$ cat config.mk
export PLATFORM = sky130hd
export DESIGN_NAME = baud_prescale_gen
export DESIGN_NICKNAME = d
export VERILOG_FILES = /design/src/rtl/bpg_pkg.sv /design/src/rtl/bpg_prescaler.sv /design/src/rtl/bpg_divider.sv /design/src/rtl/bpg_oversample.sv /design/src/rtl/baud_prescale_gen.sv
export SDC_FILE = /design/constraint.sdc
export NUM_CORES = 1
export LEC_CHECK = 0
export BUFFER_PORTS_ARGS = -buffer_cell sky130_fd_sc_hd__buf_4
export CORE_MARGIN = 2
export CORE_UTILIZATION = 57
export CTS_CLUSTER_DIAMETER = 50
export DETAILED_ROUTE_END_ITERATION = 6
export PLACE_DENSITY_LB_ADDON = 0.12
export SETUP_SLACK_MARGIN = 0.2
export SLEW_MARGIN = 20
export SYNTH_ARGS = -nofsm -noshare
export SYNTH_HDL_FRONTEND = slang
export SYNTH_SLANG_ARGS = --single-unit
$ cat constraint.sdc
create_clock -name clk -period 2.87 [get_ports clk]
set_clock_uncertainty 0.2 [all_clocks]
set_input_delay 0.1435 -clock clk [delete_from_list [all_inputs] [get_ports clk]]
set_output_delay 0.1435 -clock clk [all_outputs]
set_load 0.005 [all_outputs]
$ cat src/rtl/bpg_pkg.sv
package bpg_pkg;
    localparam int PRE_W_DEF   = 5;
    localparam int DIV_W_DEF   = 11;
    localparam int OS_LOG2_DEF = 4;

    function automatic int cfg_width(input int pre_w, input int div_w);
        return pre_w + div_w;
    endfunction
endpackage

$ cat src/rtl/bpg_prescaler.sv
module bpg_prescaler #(
    parameter int PRE_W = 5
) (
    input  logic             clk,
    input  logic             rst_n,
    input  logic             restart,
    input  logic [PRE_W-1:0] code,
    output logic             strobe_o
);
    typedef struct packed {
        logic [PRE_W-1:0] cnt;
    } pre_state_t;

    pre_state_t st_d, st_q;
    logic       run;
    logic       wrap;

    assign run  = (code != '0);
    assign wrap = (st_q.cnt == code);

    always_comb begin
        st_d = st_q;
        if (restart || !run) begin
            st_d.cnt = '0;
        end else if (wrap) begin
            st_d.cnt = '0;
        end else begin
            st_d.cnt = st_q.cnt + 1'b1;
        end
    end

    always_ff @(posedge clk or negedge rst_n) begin
        if (!rst_n) begin
            st_q <= '0;
        end else begin
            st_q <= st_d;
        end
    end

    assign strobe_o = run && wrap;

    // the prescale count never passes the loaded code
    a_r2_count_in_range: assert property (@(posedge clk) disable iff (!rst_n)
        st_q.cnt <= code);

    // a zero code holds the prescaler idle
    a_r5_idle_when_zero: assert property (@(posedge clk) disable iff (!rst_n)
        (code == '0) |-> !strobe_o);
endmodule

$ cat src/rtl/bpg_divider.sv
module bpg_divider #(
    parameter int DIV_W = 11
) (
    input  logic             clk,
    input  logic             rst_n,
    input  logic             restart,
    input  logic             step,
    input  logic [DIV_W-1:0] field,
    output logic             tick_o
);
    typedef struct packed {
        logic [DIV_W-1:0] cnt;
    } div_state_t;

    div_state_t st_d, st_q;
    logic       at_end;

    assign at_end = (st_q.cnt == field);

    always_comb begin
        st_d = st_q;
        if (restart) begin
            st_d.cnt = '0;
        end else if (step) begin
            st_d.cnt = at_end ? '0 : st_q.cnt + 1'b1;
        end
    end

    always_ff @(posedge clk or negedge rst_n) begin
        if (!rst_n) begin
            st_q <= '0;
        end else begin
            st_q <= st_d;
        end
    end

    assign tick_o = step && at_end;

    // the divisor count stays inside the programmed range
    a_r3_no_overflow: assert property (@(posedge clk) disable iff (!rst_n)
        st_q.cnt <= field);
endmodule

$ cat src/rtl/bpg_oversample.sv
module bpg_oversample #(
    parameter int OS_LOG2 = 4
) (
    input  logic clk,
    input  logic rst_n,
    input  logic restart,
    input  logic step,
    output logic tick_o
);
    typedef struct packed {
        logic [OS_LOG2-1:0] cnt;
    } os_state_t;

    os_state_t st_d, st_q;

    always_comb begin
        st_d = st_q;
        if (restart) begin
            st_d.cnt = '0;
        end else if (step) begin
            st_d.cnt = st_q.cnt + 1'b1;
        end
    end

    always_ff @(posedge clk or negedge rst_n) begin
        if (!rst_n) begin
            st_q <= '0;
        end else begin
            st_q <= st_d;
        end
    end

    assign tick_o = step && (st_q.cnt == '1);

    // a bit strobe is never followed directly by another
    a_r4_bit_spacing: assert property (@(posedge clk) disable iff (!rst_n)
        tick_o |=> !tick_o);
endmodule

$ cat src/rtl/baud_prescale_gen.sv
module baud_prescale_gen
    import bpg_pkg::*;
#(
    parameter int PRE_W   = PRE_W_DEF,
    parameter int DIV_W   = DIV_W_DEF,
    parameter int OS_LOG2 = OS_LOG2_DEF,
    localparam int CFG_W  = cfg_width(PRE_W, DIV_W)
) (
    input  logic             clk,
    input  logic             rst_n,
    input  logic             cfg_load,
    input  logic [CFG_W-1:0] cfg_word,
    output logic             tick16_o,
    output logic             bit_tick_o,
    output logic             compat_o
);
    typedef struct packed {
        logic [PRE_W-1:0] pre_code;
        logic [DIV_W-1:0] div_field;
    } cfg_state_t;

    cfg_state_t st_d, st_q;
    logic       pre_strobe;

    always_comb begin
        st_d = st_q;
        if (cfg_load) begin
            st_d.pre_code  = cfg_word[CFG_W-1:DIV_W];
            st_d.div_field = cfg_word[DIV_W-1:0];
        end
    end

    always_ff @(posedge clk or negedge rst_n) begin
        if (!rst_n) begin
            st_q <= '0;
        end else begin
            st_q <= st_d;
        end
    end

    assign compat_o = (st_q.pre_code == '0);

    bpg_prescaler #(.PRE_W(PRE_W)) i_pre (
        .clk      (clk),
        .rst_n    (rst_n),
        .restart  (cfg_load),
        .code     (st_q.pre_code),
        .strobe_o (pre_strobe)
    );

    bpg_divider #(.DIV_W(DIV_W)) i_div (
        .clk     (clk),
        .rst_n   (rst_n),
        .restart (cfg_load),
        .step    (pre_strobe),
        .field   (st_q.div_field),
        .tick_o  (tick16_o)
    );

    bpg_oversample #(.OS_LOG2(OS_LOG2)) i_os (
        .clk     (clk),
        .rst_n   (rst_n),
        .restart (cfg_load),
        .step    (tick16_o),
        .tick_o  (bit_tick_o)
    );

    // the legacy bypass keeps both outputs quiet
    a_r5_compat_quiet: assert property (@(posedge clk) disable iff (!rst_n)
        compat_o |-> (!tick16_o && !bit_tick_o));

    // a bit strobe only ever falls on a 16x strobe
    a_r4_bit_on_tick: assert property (@(posedge clk) disable iff (!rst_n)
        bit_tick_o |-> tick16_o);

    // the 16x strobe is a single-cycle pulse
    a_r8_single_pulse: assert property (@(posedge clk) disable iff (!rst_n)
        tick16_o |=> !tick16_o);

    // a load restarts the period, so the next cycle carries no tick
    a_r6_restart_quiet: assert property (@(posedge clk) disable iff (!rst_n)
        cfg_load |=> !tick16_o);
endmodule

# Yosys cells after proc, flatten, opt, wreduce, memory -nomap -nowiden

Cells that the tools add are included.

Flip-flop bits (word level): 36
Bits of input ports: 19
Output and inout port bits: 3
Word-level logic and storage cells: 27

Add/subtract/negate cells: 3
Eq/ne operators: 3
Muxes and demuxes: 7
Reductions and logical operators: 9

Operators with widths:

| cell                  | count |
|---|---|
| $mux 11               | 3 |
| $add 11x1->11 const B | 1 |
| $eq 11x11->1          | 1 |
| $mux 5                | 2 |
| $mux 4                | 2 |
| $add 5x1->5 const B   | 1 |
| $eq 5x5->1            | 1 |
| $logic_not 5->1       | 1 |
| $reduce_bool 5->1     | 1 |
| $add 4x1->4 const B   | 1 |
| $eq 4x4->1 const B    | 1 |
| $reduce_bool 2->1     | 2 |
| $logic_and 1x1->1     | 3 |
| $logic_not 1->1       | 1 |
| $logic_or 1x1->1      | 1 |

# Depth between registers and ports, before layout

Depth in word-level cells: 5
Depth in mapped cells: 6
Depth with buffers taken out: 6

# Cells and area by module

Synthesis repeated with hierarchy kept, for this count alone.

Cell total of the unflattened synthesis: 154
Area total of the unflattened synthesis: 1,848.0 µm²

By module, submodules not included:

| module            | times used | cells each | area each (µm²) | sequential area each (µm²) |
|---|---|---|---|---|
| bpg_divider       | 1          | 73         | 691.9           | 275.3 |
| baud_prescale_gen | 1          | 36         | 608.1           | 400.4 |
| bpg_prescaler     | 1          | 27         | 320.3           | 125.1 |
| bpg_oversample    | 1          | 18         | 227.7           | 100.1 |

# Least setup slack after synthesis

Ideal clock, no wire load.

Path kind: flip-flop to flip-flop
Start: register i_div.st_q[1] (netlist name)
End: register i_os.st_q[3] (netlist name)
Library setup time: 0.079 ns
Arrival time: 1.818 ns
Required time: 2.591 ns
Setup slack: 0.773 ns
Stages on the path, launching flop included: 6
Path buffers: 0
Period minus slack after synthesis: 2.097 ns
Cell sequence: dfrtp_1 > xor2_1 > nor4_1 > nand4_2 > or4_1 > a21oi_1

Cells in the longest elaborated chain, start to end: 3

RTL lines:

| what                               | line                 | source |
|---|---|---|
| start: declaration                 | bpg_divider.sv:15    | `div_state_t st_d, st_q;` |
| start signal: assignment           | bpg_divider.sv:33    | `st_q <= st_d;` |
| $eq 11x11->1                       | bpg_divider.sv:18    | `assign at_end = (st_q.cnt == field);` |
| $logic_and 1x1->1                  | bpg_divider.sv:37    | `assign tick_o = step && at_end;` |
| $reduce_bool 2->1 (no source line) | --                   |  |
| end signal: assignment             | bpg_oversample.sv:29 | `st_q <= st_d;` |
| end: declaration                   | bpg_oversample.sv:14 | `os_state_t st_d, st_q;` |

No other way between the ends.
A chain may end at the register's enable or synchronous reset.

# Worst setup path in the final report

Start: register i_div.st_q[1] (netlist name)
End: output bit_tick_o

Cells in the longest elaborated chain, start to end: 3

RTL lines:

| what              | line                    | source |
|---|---|---|
| $eq 11x11->1      | bpg_divider.sv:18       |  |
| $logic_and 1x1->1 | bpg_divider.sv:37       |  |
| $logic_and 1x1->1 | bpg_oversample.sv:33    | `assign tick_o = step && (st_q.cnt == '1);` |
| end: declaration  | baud_prescale_gen.sv:14 | `output logic bit_tick_o,` |

No other way between the ends.

==> summary.md <==
| Metric | Value |
|---|---|
| Outcome | `finished, final reports clean` |
| Period minus WS final | `2.50 ns` |
| Max Used Layer | `met4` |
| Pleak | `1.03 nW` |
| Cell family with most CP delay | `simple AND/OR/NAND/NOR gates` |
| Sequential area share after synthesis | `49.8%` |
| Starting Density | `59.7%` |
| #FFs+latches synth | `36` |
| Fin crit share | `87.1%` |
| First-pass GRT wire length | `6150 um` |
| DPL Wire Length | `2470 um` |
| GR Util All Layers | `23.3%` |
| Core Rows | `20` |
| Setup WS post-layout | `0.370 ns` |
| Final hold violation count | `0` |
| Sink Count | `36` |
| Post-Syn Nets | `183` |
| I/O Buffers | `21` |
| Asr flop ratio synth | `100%` |
| Later-pin clock latency in the skew report | `0.33 ns` |
| Core area | `0.00303 mm^2` |
| CTS Buf Count | `5` |
| DRC viols | `0` |
| Worst Setup SP | `i_div.st_q[1]$_DFFE_PN0P_` |
| CTS tree | `done` |
| Placer Congestion | `0.807` |
| Share of cells above drive strength 1 | `24.6%` |
| TNS Setup | `0 ns` |
| Post-DP Area | `0.00200 mm^2` |
| RSZ-0062 raised after global routing | `no` |
| Design area | `0.00225 mm^2` |
| Highest Clock Rate | `0.400 GHz` |
| Post-layout utilization of the core | `74.2%` |
| Grt ovf | `0` |
| Worst reg2reg endpoint | `i_os.st_q[3]$_DFFE_PN0P_` |
| Syn avg cell area | `11.2 um^2` |
| Die ar. | `0.00364 mm^2` |
| Routed WL | `3560 um` |
| Post-Synthesis Cells | `161` |
| Chip Width | `60.3 um` |
| Reg clk slew, reported paths | `0.10 ns` |
| Nets@finish | `225` |
| Reg2Reg Depth | `5` |
| IO Pins | `22` |
| Final slew viol count | `0` |
| Syn Std Cell Area | `0.00181 mm^2` |
| Worst reg2reg path startpoint | `i_div.st_q[1]$_DFFE_PN0P_` |
| # H-tree levels | `2` |
| Met2 wire length | `1790 um` |
| VDD IR max | `0.348 mV` |
| Initial antenna violation count | `0` |
| Clk buf depth | `2` |
| Pre-CTS setup slack | `0.580 ns` |
| Vias in the first global route | `1,401` |
| Syn. warnings | `0` |
| Met1 Wirelength | `1590 um` |
| Clock root buffer master | `clkbuf_4` |
| Max-cap viol count | `0` |
| Slew HR | `51.9%` |
| R2R Setup Slk | `0.63 ns` |
| DP Cell Count | `222` |
| Max incr delay on CP | `0.43 ns` |
| Final cell count without fillers | `247` |
| Worst setup SP type | `flop` |
| Inserted Diodes | `0` |
| Post-synth EDFFs | `0` |
| Post-DR wirelength/cell | `14.4 um` |
| Slew @ Worst Pin | `0.716 ns` |
| DR vias/cell | `5.62` |
| Drt first pass iters | `4` |
| Ranking of synthesized cells by area | `dfrtp_1 (50%), mux2_2 (11%), xor2_1 (5.8%)` |
| Final setup viols | `0` |
| WHS | `0.0956 ns` |
| Crit Path Category | `reg2out` |
| Antenna Nets Post-Route | `0` |
| CP Max Fanout | `10` |
| Setup Fix Bufs, Post-CTS | `0` |
| Initial DRC Count | `27` |
| Slowest-stage cell, CP | `dfrtp_1` |
| WP data required | `2.53 ns` |
| Crit path DAT | `2.16 ns` |
| Largest net degree at the start of global routing | `37` |
| CP cell instances | `xor2_1, nor4_2, nand4_2, nor2_4, and4_1, buf_4` |
| Metal3 WL | `142 um` |
| Worst path buffer plus inverter count | `1` |
| Ys flop type | `dfrtp_1` |
| Hold Crit Class | `in2async` |
| Top cell type's share of synthesized area | `49.8%` |
| Worst setup EP type | `primary output` |
| Detailed-route via count | `1,388` |
| Cell accounting for the most synthesized area | `dfrtp_1` |
| Synth-to-layout area growth | `24.3%` |
| Library cells used by synthesis | `30` |
| Total power | `0.954 mW` |
| PwrDens | `424 mW/mm^2` |
| Die height | `60.3 um` |
[cells in the mapped netlist, types with 4 or more instances]
library cell  count
dfrtp_1          36
mux2_2           17
xor2_1           12
nand3_1          10
nor2_1            9
nor2b_1           8
o21ai_0           8
a22o_1            7
and3_1            7
xnor2_1           7
nand2_1           5
a21oi_1           4
[how the worst max path moves through the flow]
stage	depth (start not counted)	slack, ns	end
after detailed placement	5	0.58	i_os.st_q[3]$_DFFE_PN0P_
after global routing	6	0.23	bit_tick_o
final	6	0.37	bit_tick_o
after global placement	5	0.69	i_os.st_q[3]$_DFFE_PN0P_
after CTS	6	0.23	bit_tick_o
after floorplan	5	0.77	i_os.st_q[3]$_DFFE_PN0P_
[placed cells by master (no fill, tap or decap), types with 7 or more instances in the layout]
master,netlist,routed
dfrtp_1,36,36
xnor2_1,7,7
xor2_1,12,12
and3_1,7,7
buf_4,0,21
mux2_2,17,17
dlygate4sd3_1,0,18
a22o_1,7,7
o21ai_0,8,8
nor2_1,9,9
nor2b_1,8,8
nand3_1,10,10
[sequential cells by signal, indices dropped and copies added, names as in the netlist]
register / count
st_q: 16
i_div.st_q: 11
i_pre.st_q: 5
i_os.st_q: 4
[layer usage]
metal	up-vias	GRT usage [%]
met2	34	39.6
met5	-	0
met1	676	28.2
met3	5	6.93
li1	673	-
met4	0	7.94
[cell families after synthesis]
logic type,count (synthesis),share of synthesized area [%]
adders and majority gates,3,2.08
DFF,36,49.8
and+or+nand+nor,53,16.7
buffers and inverters,7,1.52
xor gates and xnor gates,19,9.20
AOI/OAI and AO/OA,25,9.48
muxes,18,11.1
[final cells by class]
| type | count | area (um^2) |
|---|---|---|
| clock buffer | 6 | 41.3 |
| clock inverter | 1 | 5.00 |
| fill | 216 | 781 |
| inverter | 3 | 11.3 |
| multi-input combinational | 118 | 896 |
| sequential | 36 | 901 |
| tap | 44 | 55.1 |
| timing repair buffer | 39 | 338 |
[where the power goes]
group / internal, mW / switching (mW) / total [mW]
combinational: 0.0799 / 0.0653 / 0.145
clock: 0.0902 / 0.155 / 0.245
sequential: 0.536 / 0.0275 / 0.563
[worst register-to-register path, cell delays in order, from the launching register on]
cell	delay (ns)
dfrtp_1	0.43
xor2_1	0.19
nor4_2	0.36
nand4_2	0.30
or4_1	0.54
a21oi_1	0.15
[repair_timing]
item,4_1_cts,5_1_grt
endpoints found under the setup margin,0,1
hold buffers,18,0
resized for setup,0,3
endpoints found under the hold margin,55,0
Note: power is estimated with default switching activity, not from simulation.
